--- config.mk ---
export PLATFORM = sky130hd
export DESIGN_NAME = evt_group_combiner
export DESIGN_NICKNAME = d
export VERILOG_FILES = /design/src/rtl/evt_comb_pkg.sv /design/src/rtl/evt_addr_decode.sv /design/src/rtl/evt_flag_group.sv /design/src/rtl/evt_read_mux.sv /design/src/rtl/evt_group_combiner.sv
export SDC_FILE = /design/constraint.sdc
export NUM_CORES = 1
export LEC_CHECK = 0
export BUFFER_PORTS_ARGS = -buffer_cell sky130_fd_sc_hd__buf_2
export CAP_MARGIN = 20
export CORE_UTILIZATION = 50
export CTS_CLUSTER_DIAMETER = 200
export DETAILED_ROUTE_END_ITERATION = 12
export GPL_TIMING_DRIVEN = 0
export MAX_ROUTING_LAYER = met4
export PLACE_DENSITY = 0.67
export SKIP_CTS_REPAIR_TIMING = 1
export SLEW_MARGIN = 40
export SYNTH_ARGS = -nofsm -noshare
export SYNTH_HDL_FRONTEND = slang
export SYNTH_SLANG_ARGS = --single-unit
--- constraint.sdc ---
create_clock -name clk -period 2.3 [get_ports clk]
set_input_delay 0.23 -clock clk [delete_from_list [all_inputs] [get_ports clk]]
set_output_delay 0.23 -clock clk [all_outputs]
set_load 0.01 [all_outputs]
--- src/rtl/evt_comb_pkg.sv ---
package evt_comb_pkg;

    // Word address: [5:3] array select, [2:0] group select.
    localparam int unsigned ADDR_W     = 6;
    localparam int unsigned GRP_SEL_W  = 3;
    localparam int unsigned REGION_W   = ADDR_W - GRP_SEL_W;
    localparam int unsigned MAX_GROUPS = 1 << GRP_SEL_W;

    typedef enum logic [REGION_W-1:0] {
        RG_FLAG  = 3'd0,
        RG_SET   = 3'd1,
        RG_CLR   = 3'd2,
        RG_RSVD  = 3'd3,
        RG_EMASK = 3'd4,
        RG_EVIEW = 3'd5,
        RG_XMASK = 3'd6,
        RG_XVIEW = 3'd7
    } region_e;

    typedef struct packed {
        logic                 hit;
        region_e              region;
        logic [GRP_SEL_W-1:0] grp;
    } bus_dec_t;

    function automatic bus_dec_t decode_addr(logic [ADDR_W-1:0] a, int unsigned ngroups);
        bus_dec_t d;
        d.region = region_e'(a[ADDR_W-1:GRP_SEL_W]);
        d.grp    = a[GRP_SEL_W-1:0];
        d.hit    = ({29'd0, a[GRP_SEL_W-1:0]} < ngroups) && (d.region != RG_RSVD);
        return d;
    endfunction

endpackage

--- src/rtl/evt_addr_decode.sv ---
module evt_addr_decode
    import evt_comb_pkg::*;
#(
    parameter int unsigned NUM_GROUPS = 4
) (
    input  logic                  wr_en,
    input  logic [ADDR_W-1:0]     addr,
    output bus_dec_t              dec,
    output logic [NUM_GROUPS-1:0] wr_set,
    output logic [NUM_GROUPS-1:0] wr_clr,
    output logic [NUM_GROUPS-1:0] wr_emask,
    output logic [NUM_GROUPS-1:0] wr_xmask
);

    assign dec = decode_addr(addr, NUM_GROUPS);

    for (genvar g = 0; g < NUM_GROUPS; g++) begin : g_strobe
        logic sel;
        assign sel         = wr_en && dec.hit && (dec.grp == GRP_SEL_W'(g));
        assign wr_set[g]   = sel && (dec.region == RG_SET);
        assign wr_clr[g]   = sel && (dec.region == RG_CLR);
        assign wr_emask[g] = sel && (dec.region == RG_EMASK);
        assign wr_xmask[g] = sel && (dec.region == RG_XMASK);
    end

endmodule

--- src/rtl/evt_flag_group.sv ---
module evt_flag_group #(
    parameter int unsigned GROUP_W = 32
) (
    input  logic               clk,
    input  logic               rst,
    input  logic [GROUP_W-1:0] ev,
    input  logic [GROUP_W-1:0] wdata,
    input  logic               wr_set,
    input  logic               wr_clr,
    input  logic               wr_emask,
    input  logic               wr_xmask,
    output logic [GROUP_W-1:0] set_req,
    output logic [GROUP_W-1:0] clr_req,
    output logic [GROUP_W-1:0] flags,
    output logic [GROUP_W-1:0] emask,
    output logic [GROUP_W-1:0] xmask,
    output logic [GROUP_W-1:0] eview,
    output logic [GROUP_W-1:0] xview,
    output logic               irq,
    output logic               exc
);

    assign set_req = wr_set ? wdata : '0;
    assign clr_req = wr_clr ? wdata : '0;

    always_ff @(posedge clk) begin
        if (rst) begin
            flags <= '0;
            emask <= '1;
            xmask <= '1;
        end else begin
            // Sources are OR-ed after the clear, so an arriving event wins.
            flags <= (flags & ~clr_req) | set_req | ev;
            if (wr_emask) emask <= wdata;
            if (wr_xmask) xmask <= wdata;
        end
    end

    assign eview = flags & ~emask;
    assign xview = flags & ~xmask;
    assign irq   = |eview;
    assign exc   = |xview;

endmodule

--- src/rtl/evt_read_mux.sv ---
module evt_read_mux
    import evt_comb_pkg::*;
#(
    parameter int unsigned NUM_GROUPS = 4,
    parameter int unsigned GROUP_W    = 32,
    localparam int unsigned TOT_W     = NUM_GROUPS * GROUP_W
) (
    input  bus_dec_t           dec,
    input  logic [TOT_W-1:0]   flags_all,
    input  logic [TOT_W-1:0]   emask_all,
    input  logic [TOT_W-1:0]   xmask_all,
    input  logic [TOT_W-1:0]   eview_all,
    input  logic [TOT_W-1:0]   xview_all,
    output logic [GROUP_W-1:0] rdata
);

    always_comb begin
        rdata = '0;
        for (int g = 0; g < NUM_GROUPS; g++) begin
            if (dec.hit && (dec.grp == GRP_SEL_W'(g))) begin
                unique case (dec.region)
                    RG_FLAG:  rdata = flags_all[g*GROUP_W +: GROUP_W];
                    RG_EMASK: rdata = emask_all[g*GROUP_W +: GROUP_W];
                    RG_EVIEW: rdata = eview_all[g*GROUP_W +: GROUP_W];
                    RG_XMASK: rdata = xmask_all[g*GROUP_W +: GROUP_W];
                    RG_XVIEW: rdata = xview_all[g*GROUP_W +: GROUP_W];
                    default:  rdata = '0;
                endcase
            end
        end
    end

endmodule

--- src/rtl/evt_group_combiner.sv ---
module evt_group_combiner
    import evt_comb_pkg::*;
#(
    parameter int unsigned NUM_GROUPS = 4,
    parameter int unsigned GROUP_W    = 32,
    localparam int unsigned NUM_EVENTS = NUM_GROUPS * GROUP_W
) (
    input  logic                  clk,
    input  logic                  rst,
    input  logic [NUM_EVENTS-1:0] ev_in,
    input  logic                  bus_we,
    input  logic [ADDR_W-1:0]     bus_addr,
    input  logic [GROUP_W-1:0]    bus_wdata,
    output logic [GROUP_W-1:0]    bus_rdata,
    output logic [NUM_GROUPS-1:0] grp_irq,
    output logic [NUM_GROUPS-1:0] grp_exc
);

    bus_dec_t              dec;
    logic [NUM_GROUPS-1:0] wr_set, wr_clr, wr_emask, wr_xmask;
    logic [NUM_EVENTS-1:0] flags_all, emask_all, xmask_all;
    logic [NUM_EVENTS-1:0] eview_all, xview_all;
    logic [NUM_EVENTS-1:0] set_req_all, clr_req_all;

    evt_addr_decode #(.NUM_GROUPS(NUM_GROUPS)) u_dec (
        .wr_en    (bus_we),
        .addr     (bus_addr),
        .dec      (dec),
        .wr_set   (wr_set),
        .wr_clr   (wr_clr),
        .wr_emask (wr_emask),
        .wr_xmask (wr_xmask)
    );

    for (genvar g = 0; g < NUM_GROUPS; g++) begin : g_grp
        evt_flag_group #(.GROUP_W(GROUP_W)) u_grp (
            .clk      (clk),
            .rst      (rst),
            .ev       (ev_in[g*GROUP_W +: GROUP_W]),
            .wdata    (bus_wdata),
            .wr_set   (wr_set[g]),
            .wr_clr   (wr_clr[g]),
            .wr_emask (wr_emask[g]),
            .wr_xmask (wr_xmask[g]),
            .set_req  (set_req_all[g*GROUP_W +: GROUP_W]),
            .clr_req  (clr_req_all[g*GROUP_W +: GROUP_W]),
            .flags    (flags_all[g*GROUP_W +: GROUP_W]),
            .emask    (emask_all[g*GROUP_W +: GROUP_W]),
            .xmask    (xmask_all[g*GROUP_W +: GROUP_W]),
            .eview    (eview_all[g*GROUP_W +: GROUP_W]),
            .xview    (xview_all[g*GROUP_W +: GROUP_W]),
            .irq      (grp_irq[g]),
            .exc      (grp_exc[g])
        );
    end

    evt_read_mux #(.NUM_GROUPS(NUM_GROUPS), .GROUP_W(GROUP_W)) u_rmux (
        .dec       (dec),
        .flags_all (flags_all),
        .emask_all (emask_all),
        .xmask_all (xmask_all),
        .eview_all (eview_all),
        .xview_all (xview_all),
        .rdata     (bus_rdata)
    );

endmodule

==> qor.txt <==
Outcome -> finished, violations left
Failing checks -> hold timing, setup timing
Clock period minus worst slack -> 2.406 ns
Hold Violations, Final -> 7
Core area -> 43360 um2
Async SR Flop Fraction -> 0%
Critical R2R Launch -> g_grp[1].u_grp.flags[2]
Crit-path max FO -> 11
Startpoint Class -> input pin
Register area share after synthesis -> 34.72%
Die footprint -> 45120 um2
Simple-gate share of the synthesized area -> 26.86%
Flops & latches, synth -> 384
Drt first-iter violations -> 4751
Final net count -> 3231
Setup violations, final -> 61
Worst Hold Slack -> -0.06168 ns
Final Max Slew Viols -> 0
Worst r2r path cells -> 2
Commonest non-fill, non-tap cells in the layout -> dfxtp_1 (345), nand3_1 (343), a211o_1 (256)
Multiplexer area fraction after synthesis -> 11.62%
DP Area -> 23980 um2
Fillers -> 3678
Setup repair after global routing missed its margin -> yes
CP Data Arrival Time -> 2.18 ns
DR pass1 iterations -> 9
Slew @ Worst Pin -> 0.9674 ns
Max H-tree Level -> 2
Fin area -> 27760 um2
Main combinational cell family by area after synthesis -> simple AND/OR/NAND/NOR gates
Port Buffers -> 206
Post-synthesis adder-cell area fraction -> 0%
Hold path depth -> 3
Normalized max-slew margin -> 35.51%
Leak -> 10.47 nW
Synthesis Warnings -> 0
Fmax -> 415.7 MHz
Total CTS buffers -> 43
Layout cell share with drive strength beyond 1 -> 19.04%
Final period util -> 104.6%
Max-cap violation count -> 0
Vias in the first global route -> 23050
Hold path start -> ev_in[0]
Primary FF master, synth -> dfxtp_1
Average routed wire per standard cell -> 33.79 um
Syn Std Cell Area -> 22140 um2
Post-route antenna net violation count -> 0
GRT Overall Usage -> 54.27%
Largest net degree at the start of global routing -> 13
CTS sink cnt -> 384
Avg Vias per Cell -> 7.013
First-pass GRT wire length -> 166200 um
Post-synthesis compound-gate area fraction -> 19.70%
Final core occ -> 64.02%
Worst slack, placed -> -1.077 ns
Max VDD drop -> 663.5 uV
Clk pin slew, worst setup/hold paths -> 0.06 ns
Clock Latency Late Sink -> 0.59 ns
CTS Root Cell -> clkbuf_16
Post-Syn Instances -> 2687
Vias -> 25910
Overall routed net length -> 124800 um
XOR/XNOR Fraction of Synth Area -> 0%
Clock skew -> 0 ns
Clock tree from TritonCTS -> built
R2r endpoint -> g_grp[1].u_grp.flags[2]
Post-synthesis average cell area -> 8.239 um2
Library cells used by synthesis -> 38
Pwr Density -> 627.1 nW/um2
Crit Path Category -> in2out
Synthesis-to-layout area growth -> 25.40%
CP endpoint kind -> output pin
Gpl congestion -> 1.166
Crit path required time -> 2.07 ns
DRC Markers -> 0
CTS Buffer Depth -> 3
Commonest non-fill, non-tap cell in the layout -> dfxtp_1
WHS Endpoint -> g_grp[0].u_grp.flags[0]
Die Y -> 212.4 um
EDFF count, synth -> 0
Initial antenna violation count -> 12
Die W -> 212.4 um
Top-level I/O count -> 209
Syn_nets -> 2856
Initial core utilization -> 51.06%
GRT overflow -> 0
Final worst setup slack -> -0.1057 ns
Tot Pwr -> 0.01741 W
Row count -> 76
Reg2Reg Setup Slack -> 1.17 ns
Hold crit path type -> in2reg
Post-DP HPWL -> 94190 um
[flip-flops by register name, summed over array words and instances (netlist names)]
signal / count
g_grp.u_grp.emask: 128
g_grp.u_grp.xmask: 128
g_grp.u_grp.flags: 128
[cell families (layout without fill, tap and decap cells)]
kind of cell | Yosys count | after routing
flip-flops | 384 | 384
other | 0 | 16
AO/OA/AOI/OAI | 581 | 581
AND/OR/NAND/NOR | 1072 | 1072
multiplexers | 257 | 257
buffers and inverters | 393 | 799
[cells in the mapped netlist (2+ instances only)]
cell type  count  area (um2)
nor4_2         6       75.07
a41oi_1        2       17.52
nand3_1      347        1737
nor3_1         2       10.01
buf_4         10       75.07
nand2b_1      67       419.2
buf_1          4       15.01
a211o_1      256        2242
buf_2         47       235.2
nor2b_1       34       212.7
nand2_1      139       521.8
nor3_4         3       48.80
o21ai_0       64       320.3
nor2_1        99       371.6
inv_1        131       491.7
nor3b_1       64       480.5
o22ai_1      129       807.0
and4_1        32       280.3
nand4_1       10       62.56
nor4_1        34       212.7
and2_1       225        1408
o31ai_1       64       480.5
dfxtp_1      384        7687
clkbuf_1     201       754.5
mux2i_1      257        2572
a22oi_1       64       480.5
[how the worst max path moves through the flow]
stage / start / to / slack (ns) / cells past startpoint
final: bus_addr[4] / bus_rdata[16] / -0.11 / 9
after global routing: g_grp[1].u_grp.flags[1] / bus_rdata[1] / -0.15 / 5
after CTS: bus_addr[4] / bus_rdata[3] / -1.08 / 9
after detailed placement: bus_addr[4] / bus_rdata[3] / -1.08 / 9
after global placement: bus_addr[4] / bus_rdata[3] / -1.10 / 9
after floorplan: bus_addr[4] / bus_rdata[12] / 0.41 / 7
[routing by layer]
| metal | GRT usage (%) | up-vias | routed length (um) |
|---|---|---|---|
| met5 | - | - | 0 |
| met4 | 44.68 | 0 | 13290 |
| met3 | 15.72 | 683 | 17650 |
| met2 | 74.24 | 2394 | 49590 |
| met1 | 65.56 | 12320 | 44280 |
| li1 | - | 10510 | - |
[critical path: stages]
cell and delay [ns]:
buf_2 0.14, buf_8 0.19, clkbuf_16 0.20, buf_12 0.18, mux2i_1 0.36, mux2i_1 0.19, a22oi_2 0.32, nand3_1 0.17
buf_2 0.18
[layout make-up]
class	instances	area [um2]	share of cell area, %
clock buffers	68	1313	4.728
well taps	585	732.0	2.637
diodes	16	40.04	0.1442
inverters	131	491.7	1.771
clock inverters	8	117.6	0.4237
repair buffers	330	2285	8.230
plain buffers	262	1384	4.985
flip-flops and latches	384	7744	27.89
multi-input cells	1910	13660	49.19
[where the power goes]
group | internal [W] | switching [W] | total (W)
sequential | 0.00691 | 0.000618 | 0.00753
combinational | 0.000905 | 0.00173 | 0.00263
clock | 0.00423 | 0.00301 | 0.00724
total | 0.0121 | 0.00536 | 0.0174
[through the flow]
| stage | cells | hold slack (ns) | TNS [ns] |
|---|---|---|---|
| floorplan | 2687 | 0.3606 | 0 |
| global placement | 3478 | 0.4538 | -112.31 |
| detailed placement | 3479 | 0.4554 | -83.18 |
| CTS | 3555 | -0.1419 | -30.74 |
| global route | 3691 | -0.04477 | -0.6169 |
| finish | 3694 | -0.06168 | -2.292 |
No activity file was read; power rests on OpenSTA's default activity.
